[src/rtl/mbx_pkg.sv]
package mbx_pkg;
   typedef enum logic {
      MBX_SEQ  = 1'b0,
      MBX_FLAG = 1'b1
   } mbx_mode_e;
endpackage

[src/rtl/mbx_store.sv]
module mbx_store #(
   parameter int                  WORD_W = 32,
   parameter int                  HS_POS = 31,
   parameter mbx_pkg::mbx_mode_e  MODE   = mbx_pkg::MBX_FLAG
) (
   input  logic              clk,
   input  logic              rst_n,
   input  logic              wr_i,
   input  logic [WORD_W-1:0] wdata_i,
   input  logic              clr_i,
   output logic [WORD_W-1:0] word_o,
   output logic              busy_o
);
   localparam logic [WORD_W-1:0] HS_MASK = {{(WORD_W-1){1'b0}}, 1'b1} << HS_POS;

   logic [WORD_W-1:0] word_q;
   logic [WORD_W-1:0] word_d;

   generate
      if (MODE == mbx_pkg::MBX_FLAG) begin : g_flag
         logic held;
         // the consumer's clear is applied before the producer's check
         always_comb begin
            held = word_q[HS_POS] & ~clr_i;
            busy_o = wr_i & held;
            if (wr_i && !held)
               word_d = wdata_i | HS_MASK;
            else if (clr_i)
               word_d = word_q & ~HS_MASK;
            else
               word_d = word_q;
         end


         hs_rise_chk: assert property (@(posedge clk) disable iff (!rst_n)
            $rose(word_q[HS_POS]) |-> $past(wr_i));

         hs_fall_chk: assert property (@(posedge clk) disable iff (!rst_n)
            $fell(word_q[HS_POS]) |-> $past(clr_i));
      end else begin : g_seq
         always_comb begin
            busy_o = 1'b0;
            word_d = wr_i ? wdata_i : word_q;
         end
      end
   endgenerate

   always_ff @(posedge clk or negedge rst_n) begin
      if (!rst_n) word_q <= '0;
      else        word_q <= word_d;
   end

   assign word_o = word_q;


   refused_hold_chk: assert property (@(posedge clk) disable iff (!rst_n)
      busy_o |=> $stable(word_q));
endmodule

[src/rtl/mbx_consumer.sv]
module mbx_consumer #(
   parameter int                  PAY_W = 19,
   parameter mbx_pkg::mbx_mode_e  MODE  = mbx_pkg::MBX_FLAG
) (
   input  logic             clk,
   input  logic             rst_n,
   input  logic             poll_i,
   input  logic             hs_i,
   input  logic [PAY_W-1:0] pay_i,
   output logic             clr_o,
   output logic             valid_o,
   output logic [PAY_W-1:0] payload_o
);
   logic take;

   generate
      if (MODE == mbx_pkg::MBX_FLAG) begin : g_flag
         assign take  = poll_i & hs_i;
         assign clr_o = take;
      end else begin : g_seq
         logic last_q;
         assign take  = poll_i & (hs_i ^ last_q);
         assign clr_o = 1'b0;
         always_ff @(posedge clk or negedge rst_n) begin
            if (!rst_n)    last_q <= 1'b0;
            else if (take) last_q <= hs_i;
         end
      end
   endgenerate

   always_ff @(posedge clk or negedge rst_n) begin
      if (!rst_n) begin
         valid_o   <= 1'b0;
         payload_o <= '0;
      end else begin
         valid_o <= take;
         if (take) payload_o <= pay_i;
      end
   end


   valid_after_poll_chk: assert property (@(posedge clk) disable iff (!rst_n)
      valid_o |-> $past(poll_i));

   payload_match_chk: assert property (@(posedge clk) disable iff (!rst_n)
      valid_o |-> payload_o == $past(pay_i));
endmodule

[src/rtl/word_mailbox.sv]
module word_mailbox #(
   parameter int                  WORD_W = 32,
   parameter int                  CTL_W  = 3,
   parameter int                  DAT_W  = 16,
   parameter int                  HS_POS = 31,
   parameter mbx_pkg::mbx_mode_e  MODE   = mbx_pkg::MBX_FLAG
) (
   input  logic                   clk,
   input  logic                   rst_n,
   input  logic                   prod_wr,
   input  logic [WORD_W-1:0]      prod_wdata,
   output logic                   prod_busy,
   output logic [WORD_W-1:0]      mbox_word,
   input  logic                   cons_poll,
   output logic                   cons_valid,
   output logic [CTL_W+DAT_W-1:0] cons_payload
);
   localparam int PAY_W = CTL_W + DAT_W;

   generate
      if (PAY_W >= WORD_W) begin : g_bad_width
         $error("payload must leave spare bits in the word");
      end
      if (HS_POS < PAY_W || HS_POS >= WORD_W) begin : g_bad_hs
         $error("handshake bit must sit above the payload inside the word");
      end
   endgenerate

   logic clr;

   mbx_store #(.WORD_W(WORD_W), .HS_POS(HS_POS), .MODE(MODE)) u_store (
      .clk     (clk),
      .rst_n   (rst_n),
      .wr_i    (prod_wr),
      .wdata_i (prod_wdata),
      .clr_i   (clr),
      .word_o  (mbox_word),
      .busy_o  (prod_busy)
   );

   mbx_consumer #(.PAY_W(PAY_W), .MODE(MODE)) u_cons (
      .clk       (clk),
      .rst_n     (rst_n),
      .poll_i    (cons_poll),
      .hs_i      (mbox_word[HS_POS]),
      .pay_i     (mbox_word[PAY_W-1:0]),
      .clr_o     (clr),
      .valid_o   (cons_valid),
      .payload_o (cons_payload)
   );
endmodule

[config.mk]
export PLATFORM = sky130hd
export DESIGN_NAME = word_mailbox
export DESIGN_NICKNAME = d
export VERILOG_FILES = /design/src/rtl/mbx_pkg.sv /design/src/rtl/mbx_store.sv /design/src/rtl/mbx_consumer.sv /design/src/rtl/word_mailbox.sv
export SDC_FILE = /design/constraint.sdc
export NUM_CORES = 1
export LEC_CHECK = 0
export ABC_AREA = 1
export BUFFER_PORTS_ARGS = -buffer_cell sky130_fd_sc_hd__clkbuf_2
export CAP_MARGIN = 40
export CELL_PAD_IN_SITES_DETAIL_PLACEMENT = 1
export CELL_PAD_IN_SITES_GLOBAL_PLACEMENT = 2
export CORE_MARGIN = 5
export CORE_UTILIZATION = 24
export DETAILED_ROUTE_END_ITERATION = 16
export GPL_TIMING_DRIVEN = 0
export PLACE_DENSITY = 0.79
export SLEW_MARGIN = 25
export SYNTH_ARGS = -nofsm -noshare
export SYNTH_HDL_FRONTEND = slang
export SYNTH_SLANG_ARGS = --single-unit
export TNS_END_PERCENT = 10
[constraint.sdc]
create_clock -name clk -period 0.9 [get_ports clk]
set_input_delay 0.045 -clock clk [delete_from_list [all_inputs] [get_ports clk]]
set_output_delay 0.045 -clock clk [all_outputs]
set_load 0.02 [all_outputs]
After elaboration in Yosys (flattened, before gate mapping)
Index checks and enable logic that the tools add are counted.
{ "totals": {"reg_bits": 52, "inputBits": 36, "output_inout_bits": 53, "elab_cells": 13} }
{ "op_classes": {"mux": 2, "bitwise": 4, "n_reduce_logical": 3} }
{ "op_table": {"columns": ["op", "n"], "rows": [
  ["$mux 32", 2],
  ["$and 1x1->1", 3],
  ["$reduce_bool 2->1", 1],
  ["$logic_and 1x1->1", 1],
  ["$logic_not 1->1", 1],
  ["$not 1->1", 1]
]} }

Logic depth before layout (Yosys ltp)
{ "depth": {"word_depth": 6, "ltp_mapped": 6} }

By module
Synthesis repeated with hierarchy kept, for this count alone.
{ "hier_totals": {"cells_unflattened": 226, "area_unflattened_um2": 2162.1} }
{ "by_module_without_submodules": {"columns": ["mod", "n_inst", "cells_per_inst", "area_each_um2", "seq_area_each_um2"], "rows": [
  ["mbx_store", 1, 141, 1338.8, 800.8],
  ["mbx_consumer", 1, 85, 823.3, 500.5]
]} }

Least setup slack after synthesis
No wires, ideal clock.
{ "synth_path": {"kind": "flip-flop to output port", "start": "reg u_store.word_q[31] (netlist: u_store.word_o[31])", "end": "out prod_busy", "arrival_time_ns": 0.938, "required_time_ns": 0.855, "slack_ns": -0.083, "path_stages_with_launch": 4, "n_path_buf": 1, "cell_sequence": "dfrtp_1 -> nand2_4 -> buf_4 -> nor2_1"} }
{ "synth_between": {"elab_chain_cells": 4} }
{ "synth_lines": {"columns": ["item", "line", "rtl"], "rows": [
  ["from (decl)", "mbx_store.sv:16", "logic [WORD_W-1:0] word_q;"],
  ["from (signal assigned)", "mbx_store.sv:50", "else word_q <= word_d;"],
  ["$and 1x1->1", "mbx_consumer.sv:18", "assign take = poll_i & hs_i;"],
  ["$not 1->1", "mbx_store.sv:24", "held = word_q[HS_POS] & ~clr_i;"],
  ["$and 1x1->1 *", "mbx_store.sv:24", null],
  ["$and 1x1->1 *", "mbx_store.sv:25", "busy_o = wr_i & held;"],
  ["to (decl)", "word_mailbox.sv:12", "output logic prod_busy,"]
]} }
Mark *: on every way between the ends. The rest lies on a longest branch, timed or not.

Final worst setup path
Same ends and word-level chain as after synthesis.

==> summary.txt <==
Status
  – Status: finished with violations
  – Failing checks: negative hold slack, negative setup slack

Setup path
  – CP max stage cell: dfrtp_1
  – Startpoint Class: flop
  – R2r setup slk: -0.17 ns
  – Critical Path RT: 0.85 ns
  – Reg2reg end: u_store.word_o[20]
  – Crit-path max FO: 2
  – Crit end category: output pin
  – WS Path Type: reg -> out
  – Critical-path cell list: nand2_4, buf_8, nor2_4, buf_8
  – Worst path most repeated cell: buf_8
  – Reg2reg start: u_store.word_o[31]
  – Max stage delay on crit path: 0.41 ns
  – WP buf/inv: 2
  – R2r worst-path depth: 6
  – Crit-path leading delay family: flip-flops
  – CP arrival: 1.12 ns

Timing
  – Hold slack: -0.183 ns
  – Final hold vios: 52
  – Crit share post-route: 129%
  – Final Critical Period: 1.16 ns
  – Skew final: 0.00987 ns
  – Setup WS post-layout: -0.265 ns
  – Final Setup Violations: 90
  – Worst-Margin Slew: 0.737 ns
  – RSZ-0062 raised after global routing: yes
  – Worst rel slew slack: 50.8%
  – Max Fclk: 0.859 GHz
  – Final max-slew violation count: 0

Pwr
  – Pint: 4070 uW
  – Clock power share: 22.6%
  – Flop pwr share: 48.0%
  – Net Sw Frac: 33.2%
  – Pwr per Cell Area: 1830 nW/um^2
  – Pleak: 0.00183 uW
  – Sw Pwr: 2030 uW
  – Comb power frac: 29.3%
  – Maximum VDD drop: 653 uV
  – Total power: 6090 uW

Job
  – # Max-Cap Violations: 0

Global route
  – Most Crowded Layer GR: met2
  – Number of global-route vias before repair: 2094
  – Met2 Use GR: 21.4%
  – Global-route wire length before repair: 10.9 mm
  – Initial antenna violation count: 0
  – GRT met1 Usage: 14.9%
  – Met3 Use GR: 3.86%
  – Largest net degree at the start of global routing: 53
  – Gr ovfl total: 0
  – All-Layer GR Usage: 12.3%

Layout
  – Most common cell after layout, fill and taps aside: nand2_1
  – Finished Core Util: 38.6%
  – Share of layout cells above drive strength 1: 38.1%
  – Antenna cells: 0
  – Filler cell count: 1014
  – Commonest non-fill, non-tap cells in the layout: 105 x nand2_1, 52 x dfrtp_1, 41 x clkbuf_2, 35 x buf_2, 31 x dlygate4sd3_1
  – Area grow syn2layout: 58.2%
  – Final #Nets: 392
  – Multi-input gate area: 708 um^2
  – FF+latch area: 1300 um^2

Clock network
  – CTS tree: built
  – Clock Sinks: 52
  – Clk_lat worst skew: 0.30 ns
  – Clock buffer count from CTS: 5
  – Worst-path clk slew: 0.09 ns
  – CTS root buffer: clkbuf_8
  – H-tree depth: 2
  – Hold-fix buffers, CTS: 31
  – Deepest clock path buffer count: 2

Route
  – Remaining routing DRC violations: 0
  – Vias: 1940
  – Wire per inst: 14.0 um
  – Initial DRC count: 35
  – First drt pass iteration count: 4
  – Post-DR vias/cell: 4.17
  – Post-route ant nets: 0
  – Routed WL: 6.50 mm

Place
  – Hpwl dp: 4.39 mm
  – Routability cong.: 0.715
  – PortBufs: 86

Yosys
  – Sequential-to-total area share from yosys stat: 61.8%
  – Flip-flop and latch count after synthesis: 52
  – Net Count, Synth: 261
  – Post-Syn Instances: 225
  – Yosys warns: 0
  – Syn Area/Cell: 9.36 um^2
  – Synth Cell Area: 2110 um^2
  – Cell variety after synth: 12

Floorplan
  – Initial core utilization: 24.4%
  – Die ar.: 10700 um^2
  – Top Ports: 89
  – Die Span Y: 104 um
  – Die Span X: 104 um
  – Core box area: 8640 um^2
  – Row count: 34

Hold path
  – Hold Crit Class: in -> async
per-layer routing:
layer | part of all wire [%] | wire, um
met1 | 43 | 2810
met2 | 50 | 3280
met3 | 5.6 | 365
met4 | 0.68 | 44
met5 | 0 | 0
stage by stage:
step	setup TNS [ns]	instances	instance area [um^2]	setup slack, ns
detailed placement	-5.75	419	2680	-0.146
CTS	-10.80	463	3180	-0.306
global route	-13.71	465	3330	-0.326
global placement	-24.83	419	2670	-0.380
floorplan	-1.03	225	2110	-0.0502
finish	-8.47	465	3330	-0.265
power by group through the flow:
| stage | logic, uW | registers, uW | clock network (uW) |
|---|---|---|---|
| global placement | 1470 | 2950 | 0 |
| floorplan | 468 | 3340 | 0 |
| CTS | 1680 | 2920 | 1480 |
| finish | 1790 | 2930 | 1380 |
| detailed placement | 1500 | 2960 | 0 |
| global route | 1950 | 2980 | 1560 |
worst max path at each step:
stage	startpoint	end	slack [ns]	depth (start not counted)
3_3_place_gp	rst_n	u_store.word_o[25]	-0.38	1
3_5_place_dp	u_store.word_o[31]	u_cons.payload_o[8]	-0.15	5
2_1_floorplan	u_store.word_o[31]	u_cons.payload_o[10]	-0.05	5
4_1_cts	u_store.word_o[31]	mbox_word[31]	-0.31	3
5_1_grt	u_store.word_o[31]	prod_busy	-0.33	4
6_report	u_store.word_o[31]	prod_busy	-0.26	4
sequential cells by signal, indices dropped and copies added (netlist names):
name and cells:
u_store.word_o 32, u_cons.valid_o 1, u_cons.payload_o 19
synth_stat cells, drive strengths merged:
cell type | instances | area share, %
nand2 | 123 | 24
dfrtp | 52 | 62
nand3 | 31 | 7.4
buf | 15 | 6.2
inv | 3 | 0.53
nor2 | 1 | 0.18
final cells by class:
| type | instances | share of cell area [%] |
|---|---|---|
| sequential | 52 | 39.1 |
| timing repair buffer | 124 | 27.7 |
| multi-input combinational | 155 | 21.3 |
| tap | 108 | 4.06 |
| clock buffer | 7 | 2.59 |
| inverter | 3 | 0.338 |
| clock inverter | 1 | 0.225 |
| buffer | 15 | 4.81 |
cell families (layout without fill, tap and decap cells):
logic type | Yosys count | after routing | synth area share, %
buffers and inverters | 18 | 150 | 6.71
AND/OR/NAND/NOR | 155 | 155 | 31.5
flip-flops | 52 | 52 | 61.8
repair_timing:
item | 4_1_cts | 5_1_grt
setup endpoints to repair | 102 | 104
gates resized for setup | 13 | 79
pin swaps | 1 | 8
hold endpoints to repair | 83 | 52
cloned | 0 | 1
buffers inserted | 5 | 2
No activity file was read; power rests on OpenSTA's default activity.
